===== src/rtl/remap_pkg.sv =====
package remap_pkg;
  localparam int FW = 7;

  typedef struct packed {
    logic [FW-1:0] base;
    logic [FW-1:0] size;
    logic [FW-1:0] locals;
    logic [FW-1:0] rsize;
    logic [FW-1:0] rbase;
  } marker_t;
endpackage


===== src/rtl/remap_xlate.sv =====
module remap_xlate #(
  parameter int FIX_REGS = 32,
  parameter int STK_REGS = 96,
  parameter int LW       = 7,
  parameter int FW       = 7
) (
  input  logic [LW-1:0] log_i,
  input  logic [FW-1:0] base_i,
  input  logic [FW-1:0] size_i,
  input  logic [FW-1:0] rsize_i,
  input  logic [FW-1:0] rbase_i,
  output logic [LW-1:0] phys_o,
  output logic          bad_o
);
  localparam int TW = FW + 1;

  logic [TW-1:0] idx, ridx, tsum, off;

  always_comb begin
    idx    = TW'(log_i) - TW'(FIX_REGS);
    ridx   = idx;
    tsum   = '0;
    off    = '0;
    phys_o = log_i;
    bad_o  = 1'b0;
    if (log_i >= LW'(FIX_REGS)) begin
      if (idx >= TW'(size_i)) begin
        bad_o  = 1'b1;
        phys_o = '0;
      end else begin
        if (idx < TW'(rsize_i)) begin
          tsum = idx + TW'(rbase_i);
          ridx = (tsum >= TW'(rsize_i)) ? tsum - TW'(rsize_i) : tsum;
        end
        off = TW'(base_i) + ridx;
        if (off >= TW'(STK_REGS)) off = off - TW'(STK_REGS);
        phys_o = LW'(off + TW'(FIX_REGS));
      end
    end
  end
endmodule


===== src/rtl/remap_frame.sv =====
module remap_frame
  import remap_pkg::*;
#(
  parameter int STK_REGS = 96,
  parameter int DEPTH    = 8,
  parameter int CW       = 10
) (
  input  logic          clk,
  input  logic          rst_n,
  input  logic          call_i,
  input  logic          ret_i,
  input  logic          alloc_i,
  input  logic [FW-1:0] alloc_size,
  input  logic [FW-1:0] alloc_locals,
  input  logic [FW-1:0] alloc_rot,
  input  logic          rotate_i,
  output marker_t       cur_o,
  output logic [CW-1:0] committed_o
);
  localparam int SPW = $clog2(DEPTH + 1);
  localparam int IW  = $clog2(DEPTH);

  marker_t        cur;
  marker_t        stk [DEPTH];
  logic [SPW-1:0] sp;
  logic [CW-1:0]  committed;

  logic          full, empty, alloc_ok;
  logic [IW-1:0] push_idx, pop_idx;
  logic [FW:0]   bsum;
  logic [FW-1:0] nbase;

  assign full     = (sp == SPW'(DEPTH));
  assign empty    = (sp == '0);
  assign push_idx = IW'(sp);
  assign pop_idx  = IW'(sp - 1'b1);
  assign alloc_ok = (alloc_size <= FW'(STK_REGS)) && (alloc_locals <= alloc_size)
                    && (alloc_rot <= alloc_size);
  assign bsum     = {1'b0, cur.base} + {1'b0, cur.locals};
  assign nbase    = (bsum >= (FW+1)'(STK_REGS)) ? FW'(bsum - (FW+1)'(STK_REGS)) : FW'(bsum);

  always_ff @(posedge clk) begin
    if (!rst_n) begin
      cur       <= '0;
      sp        <= '0;
      committed <= '0;
    end else if (call_i) begin
      if (!full) begin
        cur.base   <= nbase;
        cur.size   <= cur.size - cur.locals;
        cur.locals <= '0;
        cur.rsize  <= '0;
        cur.rbase  <= '0;
        sp         <= sp + 1'b1;
        committed  <= committed + CW'(cur.locals);
      end
    end else if (ret_i) begin
      if (!empty) begin
        cur       <= stk[pop_idx];
        sp        <= sp - 1'b1;
        committed <= committed - CW'(stk[pop_idx].locals);
      end
    end else if (alloc_i) begin
      if (alloc_ok) begin
        cur.size   <= alloc_size;
        cur.locals <= alloc_locals;
        cur.rsize  <= alloc_rot;
        cur.rbase  <= '0;
      end
    end else if (rotate_i && cur.rsize != '0) begin
      cur.rbase <= (cur.rbase == '0) ? cur.rsize - 1'b1 : cur.rbase - 1'b1;
    end
  end

  always_ff @(posedge clk) begin
    if (rst_n && call_i && !full) stk[push_idx] <= cur;
  end

  assign cur_o       = cur;
  assign committed_o = committed;
endmodule


===== src/rtl/remap_top.sv =====
module remap_top
  import remap_pkg::*;
#(
  parameter int FIX_REGS = 32,
  parameter int STK_REGS = 96,
  parameter int DEPTH    = 8,
  parameter int LW       = 7
) (
  input  logic          clk,
  input  logic          rst_n,
  input  logic [LW-1:0] rd0_log,
  output logic [LW-1:0] rd0_phys,
  output logic          rd0_bad,
  input  logic [LW-1:0] rd1_log,
  output logic [LW-1:0] rd1_phys,
  output logic          rd1_bad,
  input  logic [LW-1:0] wr_log,
  output logic [LW-1:0] wr_phys,
  output logic          wr_bad,
  input  logic          call_i,
  input  logic          ret_i,
  input  logic          alloc_i,
  input  logic [FW-1:0] alloc_size,
  input  logic [FW-1:0] alloc_locals,
  input  logic [FW-1:0] alloc_rot,
  input  logic          rotate_i,
  output logic          overflow_o
);
  localparam int CW     = $clog2(STK_REGS * (DEPTH + 1) + 1);
  localparam int NPORTS = 3;

  marker_t       cur;
  logic [CW-1:0] committed;
  logic [LW-1:0] logs  [NPORTS];
  logic [LW-1:0] physs [NPORTS];
  logic          bads  [NPORTS];

  remap_frame #(.STK_REGS(STK_REGS), .DEPTH(DEPTH), .CW(CW)) u_frame (
    .clk          (clk),
    .rst_n        (rst_n),
    .call_i       (call_i),
    .ret_i        (ret_i),
    .alloc_i      (alloc_i),
    .alloc_size   (alloc_size),
    .alloc_locals (alloc_locals),
    .alloc_rot    (alloc_rot),
    .rotate_i     (rotate_i),
    .cur_o        (cur),
    .committed_o  (committed)
  );

  assign logs[0] = rd0_log;
  assign logs[1] = rd1_log;
  assign logs[2] = wr_log;

  for (genvar p = 0; p < NPORTS; p++) begin : g_port
    remap_xlate #(.FIX_REGS(FIX_REGS), .STK_REGS(STK_REGS), .LW(LW), .FW(FW)) u_xlate (
      .log_i   (logs[p]),
      .base_i  (cur.base),
      .size_i  (cur.size),
      .rsize_i (cur.rsize),
      .rbase_i (cur.rbase),
      .phys_o  (physs[p]),
      .bad_o   (bads[p])
    );
  end

  assign rd0_phys = physs[0];
  assign rd0_bad  = bads[0];
  assign rd1_phys = physs[1];
  assign rd1_bad  = bads[1];
  assign wr_phys  = physs[2];
  assign wr_bad   = bads[2];

  assign overflow_o = (committed + CW'(cur.size)) > CW'(STK_REGS);
endmodule


===== config.mk =====
export PLATFORM = sky130hd
export DESIGN_NAME = remap_top
export DESIGN_NICKNAME = d
export VERILOG_FILES = /design/src/rtl/remap_pkg.sv /design/src/rtl/remap_xlate.sv /design/src/rtl/remap_frame.sv /design/src/rtl/remap_top.sv
export SDC_FILE = /design/constraint.sdc
export NUM_CORES = 1
export LEC_CHECK = 0
export ABC_AREA = 1
export BUFFER_PORTS_ARGS = -buffer_cell sky130_fd_sc_hd__buf_2
export CORE_MARGIN = 1.5
export CORE_UTILIZATION = 30
export CTS_CLUSTER_DIAMETER = 50
export DETAILED_ROUTE_END_ITERATION = 10
export GPL_ROUTABILITY_DRIVEN = 1
export GPL_TIMING_DRIVEN = 1
export PLACE_DENSITY = 0.5
export SETUP_SLACK_MARGIN = 0.02
export SYNTH_ARGS = -nofsm -noshare
export SYNTH_HDL_FRONTEND = slang
export SYNTH_SLANG_ARGS = --single-unit
export TNS_END_PERCENT = 10

===== constraint.sdc =====
create_clock -name clk -period 9.6 [get_ports clk]
set_input_delay 2.4 -clock clk [delete_from_list [all_inputs] [get_ports clk]]
set_output_delay 2.4 -clock clk [all_outputs]
set_load 0.02 [all_outputs]

-- After elaboration in Yosys (flattened, before gate mapping)
Memory sizes are Yosys's and may differ from the RTL's.
Index checks and enable logic that the tools add are counted.
- bits in latches: 0
- register bits after elaboration: 49
- RAM bits: 280
- output and inout bits: 25
- memories: 1
- logic and storage cells: 131
- ROM bits: 0
- memories (memory ; depth ; bits a word ; read ports ; clocked after memory_dff ; wr ports ; RTL line ; text):
    u_frame.stk ; 8 ; 35 ; 1 ; 0 ; 1 ; remap_frame.sv:24 ; marker_t stk [DEPTH];
- shift-type cells: 0
- bitwise logic cells: 0
- divide/modulo/power cells: 0
- equality and inequality tests: 5
- order comparisons: 20
- mux-type cells: 54
- multiply operators: 0
- $add $sub $neg: 28
- reduce and logical (&&, ||, !) cells: 16
- operator list (operator ; count):
    7-bit two-way mux ; 20
    35-bit two-way mux ; 3
    8-bit two-way mux ; 12
    28-bit two-way mux ; 2
    8-bit by 7-bit greater-or-equal comparator with 1-bit output ; 6
    10-bit two-way mux ; 4
    8-bit by 7-bit greater-or-equal comparator with 1-bit output (second input constant) ; 4
    7-bit subtractor (second input constant) ; 4
    7-bit by 8-bit adder with 8-bit output ; 3
    8-bit by 7-bit adder with 8-bit output ; 3
    8-bit by 7-bit less-than comparator with 1-bit output ; 3
    7-bit by 6-bit subtractor with 8-bit output (second input constant) ; 3
    8-bit by 7-bit subtractor with 8-bit output ; 3
    7-bit by 6-bit adder with 7-bit output (second input constant) ; 3
    7-bit by 6-bit greater-or-equal comparator with 1-bit output (second input constant) ; 3
    21-bit two-way mux ; 1
    10-bit by 7-bit adder with 10-bit output ; 2
    4-bit two-way mux ; 4
    7-bit <= comparator ; 2
    7-bit by 1-bit subtractor with 7-bit output (second input constant) ; 2
    10-bit by 7-bit > comparator with 1-bit output (second input constant) ; 1
    10-bit by 7-bit subtractor with 10-bit output ; 1
    7-bit by 7-bit adder with 8-bit output ; 1
    1-bit two-way mux ; 8
    other kinds (18) ; 25

-- Longest topological paths before layout
- depth after elaboration: 15
- mapped depth: 37

-- Hierarchy
A second synthesis with hierarchy kept.
- cells, all modules: 2344
- area, all modules: 20581.0 um^2
- modules (own cells, without submodules) (module ; instances ; sequential area each (um^2) ; area an instance (um^2) ; cells an instance):
    remap_frame ; 1 ; 9389.0 ; 14929.3 ; 1396
    remap_xlate (g_port[1].u_xlate ...) ; 2 ; 0.0 ; 1685.4 ; 281
    remap_xlate (g_port[0].u_xlate) ; 1 ; 0.0 ; 1798.0 ; 296
    remap_top ; 1 ; 0.0 ; 483.0 ; 90

-- Least setup slack after synthesis
OpenSTA, ideal clock, no wires.
- path kind: input to output
- start point: input rd0_log[0]
- end point: output rd0_phys[5]
- arrival: 6730 ps
- path buffers: 1
- slack: 470 ps
- stages on the path: 32
- required time: 7200 ps
- cell sequence: ha_1 inv_1 fa_1 o21ai_0 nand2_1 nand2_1 a21oi_1 xor2_1 inv_1 ha_1 a31oi_1 nand3_1 clkbuf_1 a21oi_1 o21ai_0 o21ai_0 inv_1 ha_1 nand2_1 inv_1 o21ai_0 nand3_1 or2_2 nand2_1 inv_1 nand2_1 nor2_1 nor2_1 nand2_1 nand2_1 nand2_1 o22ai_1
- longest elaborated chain between the ends: 15
- elaborated cells between the ends (all ways): 20
- those cells by class: 6 x add/sub; 5 x order compare; 9 x mux
- RTL lines (what ; RTL line ; text):
    from (decl) ; remap_top.sv:11 ; input logic [LW-1:0] rd0_log,
    7-bit by 6-bit subtractor with 8-bit output ; remap_xlate.sv:20 ; idx = TW'(log_i) - TW'(FIX_REGS);
    8-bit by 7-bit adder with 8-bit output ; remap_xlate.sv:32 ; tsum = idx + TW'(rbase_i);
    8-bit by 7-bit subtractor with 8-bit output / 8-bit by 7-bit greater-or-equal comparator with 1-bit output (equally long branches) ; remap_xlate.sv:33 ; ridx = (tsum >= TW'(rsize_i)) ? tsum - TW'(rsize_i) : tsum;
    8-bit two-way mux ; remap_xlate.sv:33 ;
    8-bit two-way mux ; remap_xlate.sv:31 ; if (idx < TW'(rsize_i)) begin
    8-bit two-way mux ; remap_xlate.sv:27 ; if (idx >= TW'(size_i)) begin
    8-bit two-way mux ; remap_xlate.sv:26 ; if (log_i >= LW'(FIX_REGS)) begin
    7-bit by 8-bit adder with 8-bit output ; remap_xlate.sv:35 ; off = TW'(base_i) + ridx;
    7-bit subtractor / 8-bit by 7-bit greater-or-equal comparator with 1-bit output (equally long branches) ; remap_xlate.sv:36 ; if (off >= TW'(STK_REGS)) off = off - TW'(STK_REGS);
    7-bit two-way mux ; remap_xlate.sv:36 ;
    7-bit two-way mux ; remap_xlate.sv:27 ;
    7-bit two-way mux ; remap_xlate.sv:26 ;
    7-bit by 6-bit adder with 7-bit output ; remap_xlate.sv:37 ; phys_o = LW'(off + TW'(FIX_REGS));
    7-bit two-way mux ; remap_xlate.sv:27 ;
    7-bit two-way mux * ; remap_xlate.sv:26 ;
    to (decl) ; remap_top.sv:12 ; output logic [LW-1:0] rd0_phys,
Every way passes the cells marked *; elsewhere a longest branch is shown, timed or not. The select of a mux whose other input is x is not followed.

-- Worst setup path in the final report
- start point: input wr_log[3]
- end point: output wr_phys[6]
- longest elaborated chain between the ends: 15
- elaborated cells between the ends (all ways): 20
- those cells by class: 6 x add/sub; 5 x order compare; 9 x mux
- RTL lines (what ; RTL line ; text):
    from (decl) ; remap_top.sv:17 ; input logic [LW-1:0] wr_log,
    7-bit by 6-bit subtractor with 8-bit output ; remap_xlate.sv:20 ;
    8-bit by 7-bit adder with 8-bit output ; remap_xlate.sv:32 ;
    8-bit by 7-bit subtractor with 8-bit output / 8-bit by 7-bit greater-or-equal comparator with 1-bit output (equally long branches) ; remap_xlate.sv:33 ;
    8-bit two-way mux ; remap_xlate.sv:33 ;
    8-bit two-way mux ; remap_xlate.sv:31 ;
    8-bit two-way mux ; remap_xlate.sv:27 ;
    8-bit two-way mux ; remap_xlate.sv:26 ;
    7-bit by 8-bit adder with 8-bit output ; remap_xlate.sv:35 ;
    7-bit subtractor / 8-bit by 7-bit greater-or-equal comparator with 1-bit output (equally long branches) ; remap_xlate.sv:36 ;
    7-bit two-way mux ; remap_xlate.sv:36 ;
    7-bit two-way mux ; remap_xlate.sv:27 ;
    7-bit two-way mux ; remap_xlate.sv:26 ;
    7-bit by 6-bit adder with 7-bit output ; remap_xlate.sv:37 ;
    7-bit two-way mux ; remap_xlate.sv:27 ;
    7-bit two-way mux * ; remap_xlate.sv:26 ;
    to (decl) ; remap_top.sv:18 ; output logic [LW-1:0] wr_phys,
Marks and branches as above.

==> metrics.yaml <==
yosys:
  synth_commonest_cells: "307 x nand2_1, 280 x edfxtp_1, 277 x o21ai_0, 226 x nor2_1, 217 x inv_1"
  synth_area_leaders: "edfxtp_1 43%, ha_1 10%, o21ai_0 7.1%, nand2_1 5.9%, dfxtp_1 5.0%"
  synthesis.area_um2: 19440
  synth_top_area_cell: "edfxtp_1"
  synth_seq_cells: 329
  synth_edf_count: 280
  syn_avg_cell_area_um2: 9.192
  yosysMostFrequentCell: "nand2_1"
  yosysWarnings: 0
  synth_cell_types: 53
  synth.top_cell.area_share_pct: 43.25
  async_reset_ff_share_pct: 0
  syn_inst: 2115
  synth-seq-area-share_pct: 48.29
  syn_nets: 2331
  synthFlopType: "edfxtp_1"
timing:
  final.period_utilization_pct: 96.51
  final-hold-violation-count: 0
  rsz0062_at_grt: "true"
  finalClockSkew_ns: 0.02741
  maxSlewHeadroom_pct: 17.64
  tns_ns: 0
  fin_crit_ns: 9.265
  timing.final.ws_setup_ns: 0.3354
  whs_ns: 0.4867
  setup-violations-final: 0
  fmax_mhz: 107.9
  drv_slew: 0
  max_slew.worst_pin.slew_ns: 1.229
worst_setup_path:
  crit_path_start: "wr_log[3]"
  crit_path_max_fanout: 9
  crit_required_ns: 7.20
  worstSetupPathType: "input pin to output pin"
  end_kind: "output pin"
  cpPeakStageDelay_ns: 0.38
  arrival_ns: 6.86
  cp-start-kind: "input pin"
  reg2reg_from: "u_frame.sp[0]$_SDFFE_PN0P_"
  cpMostUsedCell: "nand2_1"
  cp_slowest_cell: "ha_1"
clock_tree:
  cts.path.max_buffers: 3
  cts_tree: "built"
  ctsHtreeMaxLevel: 2
  root_buffer: "clkbuf_16"
  numClockSinks: 329
  ctsHoldBuffers: 0
  cts.clk_slew.worst_paths_ns: 0.05
  clock_latency_ns: 0.55
  numCtsBuffers: 40
final_layout:
  stdcell_area_um2: 22470
  area_growth_pct: 15.59
  drive_above_1_share_pct: 11.37
  fin_nets: 2419
status:
  status: "finished clean"
power_and_ir_drop:
  power_frac_clock_pct: 24.6
  switchingPower_uw: 2378
  p_comb_share_pct: 43.9
  p_leak_uw: 0.009016
  finalPower_uw: 5820
  internal_power_uw: 3442
  ir_drop_v: 0.0002351
  swShare_pct: 40.86
  powerDensity_nw_per_um2: 259.0
  power_frac_seq_pct: 31.5
floorplan:
  die_w_um: 257.6
  core_area_um2: 64230
  rows: 93
  die_h_um: 257.6
  dieArea_um2: 66340
  ios: 73
  start_util_pct: 30.27
route:
  avgViaCountPerCell: 5.162
  drcViolationCount: 0
  ant_nets: 0
  drt_wl_total_um: 61380
  drt_iter0_drc: 1329
  wl_per_cell_um: 19.87
  drt_pre_antenna_iters: 5
  dr_total_vias: 15950
run:
  cap_violations: 0
global_routing:
  antenna_found_initial: 4
  grt_start_max_net_pins: 89
  grt_pass1_wl_um: 92000
  grt_usage_pct: 18.10
  grt-ovfl-total: 0
  first_global_vias: 15374
place:
  place_ws_ns: -0.03076
  dpl-instance-area_um2: 20920
  port_buffers: 72
  hpwl_um: 39640
  gp_congestion: 0.8829
min_path:
  hold_path.startpoint: "u_frame.sp[3]$_SDFFE_PN0P_"
  hold_path_class: "flip-flop to flip-flop"
[sequential cells by signal (all words and copies together) (netlist names)]
name                 cells
u_frame.sp               4
u_frame.committed_o     10
u_frame.stk            280
u_frame.cur_o           35
[repair_timing]
item,4_1_cts,5_1_grt
pin swaps,0,15
endpoints found under the setup margin,3,6
resized for setup,3,55
setup buffers,0,8
[layer usage]
| layer | global-route usage, % | vias to the layer above | wire length (µm) |
|---|---|---|---|
| met5 | 0 | - | 39 |
| met4 | 5.832 | 6 | 1763 |
| met3 | 2.218 | 98 | 3245 |
| met2 | 29.76 | 472 | 28420 |
| met1 | 24.74 | 7701 | 27920 |
| li1 | - | 7673 | - |
[layout by cell type (no fill, tap or decap), types with 5 or more instances in the layout]
cell type  netlist  routed
a21o_1           6       6
o21bai_1        10      10
o22ai_1         41      41
xnor2_1         27      24
a31oi_1         15      13
nand2_1        307     303
clkinv_1         3      13
edfxtp_1       280     280
o21ai_2          2       5
inv_1          217     215
or2_2            9       9
fa_1            13       9
a21oi_1        131     129
nand3_1         95      91
clkbuf_1        48       6
buf_2           20      72
o221ai_1        38      38
o21ai_0        277     268
nor3_1          10       6
buf_4            1      47
xor2_1          34      29
xor2_2           0       5
dfxtp_1         49      48
o211ai_1        27      27
inv_6            0       5
nor2_1         226     220
clkbuf_16        0      41
ha_1           155     145
nor2_4           2       5
nand4_1         19      19
o21ai_1          6      11
ha_2             0       6
[worst paths after layout]
path	end	slack (ns)	cells past startpoint
worst max-delay path	wr_phys[6]	0.34	32
worst min-delay path	u_frame.sp[3]$_SDFFE_PN0P_	0.49	1
worst max register to register	u_frame.committed_o[7]$_SDFFE_PN0P_	3.93	24
worst min register to register	u_frame.sp[3]$_SDFFE_PN0P_	0.49	1
[cells by family after synthesis]
| logic type | Yosys count | synth area share [%] |
|---|---|---|
| AO/OA/AOI/OAI | 576 | 17.04 |
| multiplexers | 1 | 0.05149 |
| buffers and inverters | 297 | 5.972 |
| AND/OR/NAND/NOR | 683 | 14.58 |
| XOR/XNOR | 61 | 2.748 |
| flip-flops | 329 | 48.29 |
| adder cells (fa/ha/maj) | 168 | 11.31 |
[critical path, delay by kind of cell]
family / cells / cell delay [ns]
fa+ha+maj: 3 / 1.10
buf+inv: 8 / 0.80
xor+xnor: 1 / 0.18
compound gates: 8 / 1.18
simple gates: 12 / 1.18
[area by class of cell]
class	instances	area, µm²
fillers	6593	41760
flip-flops and latches	329	9393
multi-input cells	1489	9195
well taps	855	1070
clock buffers	47	1049
inverters	224	850.8
repair buffers	119	713.2
clock inverters	26	200.2
diodes	1	2.502
[metrics by stage]
step / util, % / instances
floorplan: - / 2115
global placement: 32.57 / 3008
detailed placement: 32.57 / 3008
CTS: 34.51 / 3081
global route: 34.98 / 3089
finish: 34.99 / 3090
[power by group through the flow]
stage	registers [µW]	logic [µW]	clock network (µW)
2_1_floorplan	1780	1770	0
3_3_place_gp	1860	2370	0
3_5_place_dp	1860	2400	0
4_1_cts	1830	2420	1460
5_1_grt	1850	2860	1510
6_report	1830	2550	1430
Note: power is estimated with default switching activity, not from simulation.
